## config.mk

```make
export PLATFORM = sky130hd
export DESIGN_NAME = twr_bank_slave
export DESIGN_NICKNAME = d
export VERILOG_FILES = /design/src/rtl/twr_pkg.sv /design/src/rtl/twr_line_filter.sv /design/src/rtl/twr_bus_events.sv /design/src/rtl/twr_bank_slave.sv
export SDC_FILE = /design/constraint.sdc
export NUM_CORES = 1
export LEC_CHECK = 0
export BUFFER_PORTS_ARGS = -buffer_cell sky130_fd_sc_hd__buf_2
export CAP_MARGIN = 10
export CORE_UTILIZATION = 55
export DETAILED_ROUTE_END_ITERATION = 8
export PLACE_DENSITY = 0.76
export SKIP_LAST_GASP = 1
export SLEW_MARGIN = 5
export SYNTH_ARGS = -nofsm -noshare
export SYNTH_HDL_FRONTEND = slang
export SYNTH_HIERARCHICAL = 1
export SYNTH_SLANG_ARGS = --single-unit
```

## constraint.sdc

```tcl
create_clock -name clk_i -period 4.01 [get_ports clk_i]
set_input_delay 0.6015 -clock clk_i [delete_from_list [all_inputs] [get_ports clk_i]]
set_output_delay 0.6015 -clock clk_i [all_outputs]
set_load 0.01 [all_outputs]
```

## src/rtl/twr_pkg.sv

```systemverilog
package twr_pkg;
  localparam int BYTE_W = 8;
  localparam int WORD_W = 2 * BYTE_W;

  localparam logic [BYTE_W-1:0] BYTE_PORT = 8'h7F;
  localparam logic [BYTE_W-1:0] BANK_REG  = 8'h01;
  localparam logic [6:0]        DEV_LO    = 7'h48;
  localparam logic [6:0]        DEV_HI    = 7'h5C;
  localparam logic [WORD_W-1:0] BANK_RST  = 16'h0004;

  typedef enum logic [3:0] {
    ST_IDLE, ST_DEV, ST_DEV_ACK, ST_REG, ST_REG_ACK,
    ST_WR, ST_WR_ACK, ST_RD, ST_RD_ACK
  } twr_state_e;
endpackage

```

## src/rtl/twr_line_filter.sv

```systemverilog
module twr_line_filter #(
  parameter int FILT_LEN = 3
) (
  input  logic clk_i,
  input  logic rst_ni,
  input  logic line_i,
  output logic line_o
);
  localparam int CW = (FILT_LEN > 1) ? $clog2(FILT_LEN) : 1;

  logic [1:0]    sync_q;
  logic [CW-1:0] cnt_q;

  always_ff @(posedge clk_i or negedge rst_ni) begin
    if (!rst_ni) begin
      sync_q <= 2'b11;
      cnt_q  <= '0;
      line_o <= 1'b1;
    end else begin
      sync_q <= {sync_q[0], line_i};
      if (sync_q[1] == line_o) begin
        cnt_q <= '0;
      end else if (cnt_q == CW'(FILT_LEN - 1)) begin
        line_o <= sync_q[1];
        cnt_q  <= '0;
      end else begin
        cnt_q <= cnt_q + 1'b1;
      end
    end
  end

  AST_FILT_FOLLOW: assert property (@(posedge clk_i) disable iff (!rst_ni)
    !$stable(line_o) |-> (line_o == $past(sync_q[1])));
endmodule

```

## src/rtl/twr_bus_events.sv

```systemverilog
module twr_bus_events (
  input  logic clk_i,
  input  logic rst_ni,
  input  logic scl_i,
  input  logic sda_i,
  output logic scl_rise_o,
  output logic scl_fall_o,
  output logic start_o,
  output logic stop_o
);
  logic scl_q, sda_q;

  always_ff @(posedge clk_i or negedge rst_ni) begin
    if (!rst_ni) begin
      scl_q <= 1'b1;
      sda_q <= 1'b1;
    end else begin
      scl_q <= scl_i;
      sda_q <= sda_i;
    end
  end

  assign scl_rise_o = scl_i & ~scl_q;
  assign scl_fall_o = ~scl_i & scl_q;
  assign start_o    = scl_i & scl_q & sda_q & ~sda_i;
  assign stop_o     = scl_i & scl_q & ~sda_q & sda_i;
endmodule

```

## src/rtl/twr_bank_slave.sv

```systemverilog
module twr_bank_slave
  import twr_pkg::*;
#(
  parameter int FILT_LEN = 3
) (
  input  logic              clk_i,
  input  logic              rst_ni,
  input  logic              scl_i,
  input  logic              sda_i,
  output logic              sda_oe_o,
  input  logic              addr_sel_i,
  output logic              wr_en_o,
  output logic [BYTE_W-1:0] wr_addr_o,
  output logic [WORD_W-1:0] wr_data_o,
  output logic              wr_bank_o,
  output logic [BYTE_W-1:0] rd_addr_o,
  output logic              rd_bank_o,
  input  logic [WORD_W-1:0] rd_data_i
);
  logic [1:0] raw_w, filt_w;
  assign raw_w = {sda_i, scl_i};

  for (genvar g = 0; g < 2; g++) begin : g_filt
    twr_line_filter #(.FILT_LEN(FILT_LEN)) u_filt (
      .clk_i (clk_i),
      .rst_ni(rst_ni),
      .line_i(raw_w[g]),
      .line_o(filt_w[g])
    );
  end

  logic scl_f, sda_f;
  assign scl_f = filt_w[0];
  assign sda_f = filt_w[1];

  logic scl_rise, scl_fall, bus_start, bus_stop;
  twr_bus_events u_evt (
    .clk_i     (clk_i),
    .rst_ni    (rst_ni),
    .scl_i     (scl_f),
    .sda_i     (sda_f),
    .scl_rise_o(scl_rise),
    .scl_fall_o(scl_fall),
    .start_o   (bus_start),
    .stop_o    (bus_stop)
  );

  twr_state_e        state_q;
  logic [BYTE_W-1:0] shreg_q, ptr_q, tgt_q, hold_q;
  logic [3:0]        bitcnt_q;
  logic              rw_q, half_q, mack_q, oe_q;
  logic [WORD_W-1:0] bank_sel_q;

  logic [BYTE_W-1:0] rd_sel, tx_byte, ptr_inc, commit_addr;
  logic [WORD_W-1:0] rd_word, commit_data;
  logic              dev_match, byte_end, commit_v;

  always_comb begin
    rd_sel      = (ptr_q == BYTE_PORT) ? tgt_q : ptr_q;
    rd_word     = (rd_sel == BANK_REG) ? bank_sel_q : rd_data_i;
    tx_byte     = (ptr_q == BYTE_PORT || half_q) ? rd_word[7:0] : rd_word[15:8];
    ptr_inc     = ptr_q + 1'b1;
    dev_match   = shreg_q[7:1] == (addr_sel_i ? DEV_HI : DEV_LO);
    byte_end    = scl_fall && (bitcnt_q == 4'd8);
    commit_v    = (state_q == ST_WR) && byte_end && (ptr_q == BYTE_PORT || half_q);
    commit_addr = (ptr_q == BYTE_PORT) ? tgt_q : ptr_q;
    commit_data = {hold_q, shreg_q};
  end

  assign rd_addr_o = rd_sel;
  assign rd_bank_o = (rd_sel == '0) ? 1'b0 : bank_sel_q[0];
  assign sda_oe_o  = oe_q;

  // protocol engine
  always_ff @(posedge clk_i or negedge rst_ni) begin
    if (!rst_ni) begin
      state_q  <= ST_IDLE;
      shreg_q  <= '0;
      ptr_q    <= '0;
      tgt_q    <= '0;
      hold_q   <= '0;
      bitcnt_q <= '0;
      rw_q     <= 1'b0;
      half_q   <= 1'b0;
      mack_q   <= 1'b0;
      oe_q     <= 1'b0;
    end else if (bus_start) begin
      state_q  <= ST_DEV;
      bitcnt_q <= '0;
      half_q   <= 1'b0;
      oe_q     <= 1'b0;
    end else if (bus_stop) begin
      state_q <= ST_IDLE;
      oe_q    <= 1'b0;
    end else begin
      unique case (state_q)
        ST_DEV, ST_REG, ST_WR: begin
          if (scl_rise) begin
            shreg_q  <= {shreg_q[6:0], sda_f};
            bitcnt_q <= bitcnt_q + 1'b1;
          end
          if (byte_end) begin
            bitcnt_q <= '0;
            if (state_q == ST_DEV) begin
              if (dev_match) begin
                rw_q    <= shreg_q[0];
                oe_q    <= 1'b1;
                state_q <= ST_DEV_ACK;
              end else begin
                state_q <= ST_IDLE;
              end
            end else if (state_q == ST_REG) begin
              ptr_q   <= shreg_q;
              if (shreg_q != BYTE_PORT) tgt_q <= shreg_q;
              half_q  <= 1'b0;
              oe_q    <= 1'b1;
              state_q <= ST_REG_ACK;
            end else begin
              oe_q    <= 1'b1;
              state_q <= ST_WR_ACK;
              if (ptr_q != BYTE_PORT) begin
                if (!half_q) begin
                  hold_q <= shreg_q;
                  half_q <= 1'b1;
                end else begin
                  half_q <= 1'b0;
                  ptr_q  <= ptr_inc;
                  if (ptr_inc != BYTE_PORT) tgt_q <= ptr_inc;
                end
              end
            end
          end
        end
        ST_DEV_ACK: if (scl_fall) begin
          if (rw_q) begin
            shreg_q  <= tx_byte;
            oe_q     <= ~tx_byte[7];
            bitcnt_q <= '0;
            state_q  <= ST_RD;
          end else begin
            oe_q    <= 1'b0;
            state_q <= ST_REG;
          end
        end
        ST_REG_ACK, ST_WR_ACK: if (scl_fall) begin
          oe_q    <= 1'b0;
          state_q <= ST_WR;
        end
        ST_RD: begin
          if (scl_rise) bitcnt_q <= bitcnt_q + 1'b1;
          if (byte_end) begin
            oe_q     <= 1'b0;
            bitcnt_q <= '0;
            state_q  <= ST_RD_ACK;
            if (ptr_q != BYTE_PORT) begin
              if (half_q) begin
                half_q <= 1'b0;
                ptr_q  <= ptr_inc;
                if (ptr_inc != BYTE_PORT) tgt_q <= ptr_inc;
              end else begin
                half_q <= 1'b1;
              end
            end
          end else if (scl_fall) begin
            shreg_q <= {shreg_q[6:0], 1'b0};
            oe_q    <= ~shreg_q[6];
          end
        end
        ST_RD_ACK: begin
          if (scl_rise) mack_q <= ~sda_f;
          if (scl_fall) begin
            if (mack_q) begin
              shreg_q  <= tx_byte;
              oe_q     <= ~tx_byte[7];
              bitcnt_q <= '0;
              state_q  <= ST_RD;
            end else begin
              state_q <= ST_IDLE;
            end
          end
        end
        default: ;
      endcase
    end
  end

  // register-file side
  always_ff @(posedge clk_i or negedge rst_ni) begin
    if (!rst_ni) begin
      bank_sel_q <= BANK_RST;
      wr_en_o    <= 1'b0;
      wr_addr_o  <= '0;
      wr_data_o  <= '0;
      wr_bank_o  <= 1'b0;
    end else begin
      wr_en_o <= 1'b0;
      if (commit_v) begin
        if (commit_addr == BANK_REG) begin
          bank_sel_q <= commit_data;
        end else begin
          wr_en_o   <= 1'b1;
          wr_addr_o <= commit_addr;
          wr_data_o <= commit_data;
          wr_bank_o <= (commit_addr == '0) ? 1'b0 : bank_sel_q[0];
        end
      end
    end
  end

  AST_IDLE_QUIET: assert property (@(posedge clk_i) disable iff (!rst_ni)
    (state_q == ST_IDLE) |-> !sda_oe_o);
  AST_DRIVE_SCL_LOW: assert property (@(posedge clk_i) disable iff (!rst_ni)
    !$stable(sda_oe_o) |-> !scl_f);
  AST_STROBE_SINGLE: assert property (@(posedge clk_i) disable iff (!rst_ni)
    wr_en_o |=> !wr_en_o);
  AST_NO_FWD_PORT: assert property (@(posedge clk_i) disable iff (!rst_ni)
    wr_en_o |-> (wr_addr_o != BYTE_PORT && wr_addr_o != BANK_REG));
  AST_ZERO_CORE: assert property (@(posedge clk_i) disable iff (!rst_ni)
    (wr_en_o && wr_addr_o == '0) |-> !wr_bank_o);
endmodule

```

==> results.toml, run 1 <==
[hold_path]
worstHoldPathType = "in -> reg"
hold_start = "sda_i"

[detailed_routing]
drt_first_pass_iters = 7
drt_iter0_drc = 306
drc = 0
vias = 3949
drtAntennaViolNets = 0
wl_um = 11800
via_per_inst = 6.15
wl_per_cell_um = 18.4

[worst_setup_path]
critPathArrivalTime_ns = 2.81
cp_top_family = "simple AND/OR/NAND/NOR gates"
worstSetupPathType = "reg -> out"
critPathBufInv = 2
start_kind = "flop"
cpPeakStageDelay_ns = 0.48
r2r_start = "ptr_q[0]"
crit_start = "ptr_q[0]"
slowest_stage = "mux2i_2"
path_cells = "ha_1, nand4b_1, nor2_4, mux2i_2, inv_1, o31a_1, buf_2"
crit_fanout = 8
crit_path_end_kind = "output pin"
worstPathRequired_ns = 3.41

[timing]
fin_ws_ns = 0.594
tightest_slew_ns = 0.990
hold_ws_ns = 0.327
min_period_over_period = 0.852
finalClockSkew_ns = 0.0172
max_freq_ghz = 0.293
setup-tns-final_ns = 0
layout_min_cycle_time_ns = 3.42
drv_slew = 0
setup_viol = 0
slew_headroom = 0.340
hold_violations = 0
rsz0062_at_grt = "false"

[clocking]
clk_latency_ns = 0.38
cts_buffers = 9
ctsHoldBuffers = 0
h-tree-depth = 3
cts_tree = "done"
path_clk_slew_ns = 0.11
clk_path_buf_depth = 2
clockRootBuffer = "clkbuf_8"
ctsResizeCount = 0
clock-sinks = 98
postCtsSetupBuffers = 0

[synth]
syn-num-nets = 490
yosysUniqueCellTypes = 72
synth_seq_cells = 98
syn_avg_cell_area_um2 = 11.3
yosysSeqAreaShare = 0.472
async_reset_ff_frac = 1.00
yosys_warnings = 6
syn_inst = 464
ys.flop_type = "dfrtp_1"
synth_edf_count = 0
netlist_area_mm2 = 0.00523

[final_layout]
final_area_mm2 = 0.00578
diodes = 0
seq_area_mm2 = 0.00246
area_growth_pct = 10.6
fin_nets = 534
multi_input_area_mm2 = 0.00255
layout-drive-gt1-share = 0.302
fillCellCount = 757

[floorplan]
fp-row-count = 35
die_height_um = 99.5
start_util = 0.565
core_area_mm2 = 0.00924
dieWidth_um = 99.5
design.die.area_mm2 = 0.00989
pin_count = 57

[power]
powerDensity_mw_per_mm2 = 460
cellLeakagePower_uw = 0.00273
ir_worst_vdd_v = 0.000272
power_uw = 2650

[placement]
dp_hpwl_um = 8300
dpl_worst_slack_ns = 0.678
placed_area_mm2 = 0.00557
io_buffers = 56
place_congestion = 0.908

[global_route]
grt_pass1_wl_um = 19600
grt_max_degree = 81
antenna_found_initial = 0
grt_overflow = 0
grt_usage = 0.255
grt_pass1_vias = 3883

[outcome]
status = "completed"

[flow_run]
cap_violations = 0
-- routing by layer --
metal / wire length [µm] / track usage
met2: 5680 / 0.396
met1: 5250 / 0.359
met5: 0 / 0
met3: 697 / 0.0436
met4: 209 / 0.0984
-- sequential cells by signal, summed over array words and instances (netlist names), 8 cells and up --
| name | flops |
|---|---|
| bank_sel_q | 16 |
| hold_q | 8 |
| ptr_q | 8 |
| shreg_q | 8 |
| tgt_q | 8 |
| wr_addr_o | 8 |
| wr_data_o | 16 |
-- power breakdown --
group / switching [µW] / leakage, µW / internal (µW)
sequential: 202 / 0.00131 / 1100
combinational: 361 / 0.00131 / 310
clock: 381 / 0.000107 / 301
total: 944 / 0.00273 / 1710
-- synthesized netlist by cell type, types with 5 or more instances --
library cell / instances / share of area
xnor2_1: 6 / 0.010
mux2_4: 12 / 0.034
a221o_1: 8 / 0.015
nand3_1: 9 / 0.0086
inv_1: 14 / 0.010
nand4_1: 6 / 0.0072
dfrtp_1: 89 / 0.43
a21oi_1: 14 / 0.013
mux2_2: 39 / 0.084
nand2_1: 39 / 0.028
nand2b_1: 5 / 0.0060
and3_1: 5 / 0.0060
o21ai_0: 21 / 0.020
o31ai_1: 5 / 0.0072
a21o_1: 6 / 0.0086
mux4_1: 7 / 0.035
clkbuf_1: 18 / 0.013
mux2i_1: 7 / 0.013
buf_2: 7 / 0.0067
nor2b_1: 5 / 0.0060
nor2_1: 28 / 0.020
a22o_1: 9 / 0.015
dfstp_2: 9 / 0.045
or3_1: 5 / 0.0060
ha_1: 5 / 0.012
nor3_1: 12 / 0.011
-- kinds of logic after synthesis --
kind of cell | share of synthesized area
flops | 0.472
fa+ha+maj | 0.0120
buf+inv | 0.0407
mux | 0.170
xor+xnor | 0.0151
simple gates | 0.154
compound gates | 0.137
-- metrics by stage --
step	std cells	util
global route	642	0.625
floorplan	464	-
CTS	642	0.625
global placement	626	0.602
finish	642	0.625
detailed placement	626	0.602
-- cell type report --
class | instances | share of cell area
Tap cell | 129 | 0.0279
Sequential cell | 98 | 0.426
Multi-Input combinational cell | 322 | 0.442
Timing Repair Buffer | 63 | 0.0580
Clock inverter | 7 | 0.0149
Inverter | 14 | 0.00910
Clock buffer | 9 | 0.0214
-- worst paths after layout --
path	to	slack, ns	cells past startpoint
setup / recovery	rd_bank_o	0.59	7
setup reg to reg	wr_data_o[1]	0.65	9
hold reg to reg	g_filt[0].u_filt/sync_q[1]	0.36	0
hold / removal	g_filt[1].u_filt/sync_q[0]	0.33	1
min in group asynchronous	state_q[0]	0.40	1
max in group asynchronous	ptr_q[4]	2.83	2
-- cells in the final DEF, fill, tap and decap left out, types with 6 or more instances in the layout --
cell       n
mux2i_1    7
nand3_1    9
mux4_1     7
a21oi_1   14
a22o_1     9
a221o_1    8
nor3_1    11
mux2_4    12
a21o_1     6
clkbuf_8   9
inv_1     14
nand2_1   39
dfstp_2    9
nand4_1    6
mux2_2    39
nor2_1    28
dfrtp_1   89
buf_4      8
xnor2_1    6
o21ai_0   21
buf_2     55
(Power assumes the default switching activity.)
==> run 2: changes to the inputs <==
==> constraint.sdc (replaced) <==
create_clock -name clk_i -period 3.77 [get_ports clk_i]
set_input_delay 0.5655 -clock clk_i [delete_from_list [all_inputs] [get_ports clk_i]]
set_output_delay 0.5655 -clock clk_i [all_outputs]
set_load 0.01 [all_outputs]
==> results.toml, run 2 (synthesis results as in run 1) <==
[outcome]
status = "completed"

[floorplan]
pin_count = 57
dieWidth_um = 99.5
fp-row-count = 35
die_height_um = 99.5
start_util = 0.565
design.die.area_mm2 = 0.00989
core_area_mm2 = 0.00924

[timing]
setup-tns-final_ns = 0
slew_headroom = 0.340
rsz0062_at_grt = "false"
layout_min_cycle_time_ns = 3.41
min_period_over_period = 0.903
finalClockSkew_ns = 0.0121
max_freq_ghz = 0.294
drv_slew = 0
tightest_slew_ns = 0.990
hold_violations = 0
setup_viol = 0

[worst_setup_path]
critPathArrivalTime_ns = 2.84
worstSetupPathType = "reg -> out"
crit_fanout = 8
start_kind = "flop"
crit_path_end_kind = "output pin"
worstPathRequired_ns = 3.20

[power]
ir_worst_vdd_v = 0.000276
cellLeakagePower_uw = 0.00273
powerDensity_mw_per_mm2 = 488

[hold_path]
worstHoldPathType = "in -> reg"

[final_layout]
layout-drive-gt1-share = 0.304
fillCellCount = 748
diodes = 0
area_growth_pct = 10.7
reg_top3 = "bank_sel_q: 16 flops, wr_data_o: 16 flops"
fin_nets = 535
final_area_mm2 = 0.00578
mostFrequentLayoutCell = "dfrtp_1"
layout_common_cells = "dfrtp_1 (89), buf_2 (55), nand2_1 (39), mux2_2 (39), nor2_1 (28)"

[clocking]
clk_path_buf_depth = 2
ctsHoldBuffers = 0
clockRootBuffer = "clkbuf_8"
cts_tree = "done"
h-tree-depth = 3
ctsResizeCount = 0
clk_latency_ns = 0.37
clock-sinks = 98
cts_buffers = 9
path_clk_slew_ns = 0.11
postCtsSetupBuffers = 0

[detailed_routing]
drt_iter0_drc = 246
drtAntennaViolNets = 0
drc = 0
via_per_inst = 6.08
wl_um = 11500
wl_per_cell_um = 17.9
vias = 3911
drt_first_pass_iters = 7

[placement]
dp_hpwl_um = 8220
place_congestion = 0.909
io_buffers = 56
placed_area_mm2 = 0.00557

[global_route]
grt_pass1_wl_um = 19300
antenna_found_initial = 0
grt_overflow = 0
grt_usage = 0.250
grt_pass1_vias = 3823
grt_max_degree = 81

[flow_run]
cap_violations = 0
[run 2: changes by cell type in the layout (fill, tap and decap cells not counted)]
cell | before | now
buf_4 | 8 | 9
clkinv_4 | 1 | 0
clkinvlp_4 | 0 | 1
[run 2: worst paths after layout]
check                                      startpoint                          to  slack, ns  cells past startpoint
max                                          ptr_q[0]                   rd_bank_o       0.36                      7
min                                             sda_i  g_filt[1].u_filt/sync_q[0]       0.29                      1
max reg2reg                                  ptr_q[0]                wr_data_o[7]       0.42                      9
min reg2reg                g_filt[1].u_filt/sync_q[0]  g_filt[1].u_filt/sync_q[1]       0.36                      0
max in group asynchronous                      rst_ni                    ptr_q[4]       2.63                      2
min in group asynchronous                      rst_ni                  state_q[0]       0.35                      1
[run 2: layer usage]
metal	wire length [µm]	global-route usage	vias to the layer above
li1	-	-	1802
met2	5510	0.389	149
met5	0	0	-
met3	662	0.0450	19
met4	207	0.0814	0
met1	5110	0.357	1941
[run 2: report_power, final]
| part | total [µW] | internal (µW) | switching (µW) | leakage [µW] |
|---|---|---|---|---|
| Sequential | 1380 | 1170 | 211 | 0.00131 |
| Clock | 725 | 319 | 406 | 0.000103 |
| Combinational | 716 | 337 | 380 | 0.00131 |
| Total | 2820 | 1830 | 997 | 0.00273 |
[run 2: layout make-up]
class / count / area [µm²] / share of cell area
multi-input combinational: 322 / 2550 / 0.442
timing repair buffer: 64 / 343 / 0.0593
clock inverter: 7 / 85.1 / 0.0147
sequential: 98 / 2460 / 0.426
tap: 129 / 161 / 0.0279
clock buffer: 9 / 124 / 0.0214
inverter: 14 / 52.6 / 0.00909
[run 2: metrics by stage]
step	hold WS [ns]	util	total power, µW	setup slack, ns	cells
6_report	0.290	0.626	2820	0.364	643
5_1_grt	0.263	0.626	2990	0.148	643
4_1_cts	0.277	0.626	2830	0.369	643
3_5_place_dp	0.349	0.603	2110	0.454	627
3_3_place_gp	0.345	0.603	2080	0.608	627
2_1_floorplan	0.270	-	1900	0.867	464
[run 2: worst max-delay path, stage by stage, from the launching register on]
cell	delay, ns
dfrtp_1	0.48
ha_1	0.35
nand4b_1	0.25
nor2_4	0.30
mux2i_2	0.48
inv_1	0.13
o31a_1	0.33
buf_2	0.14
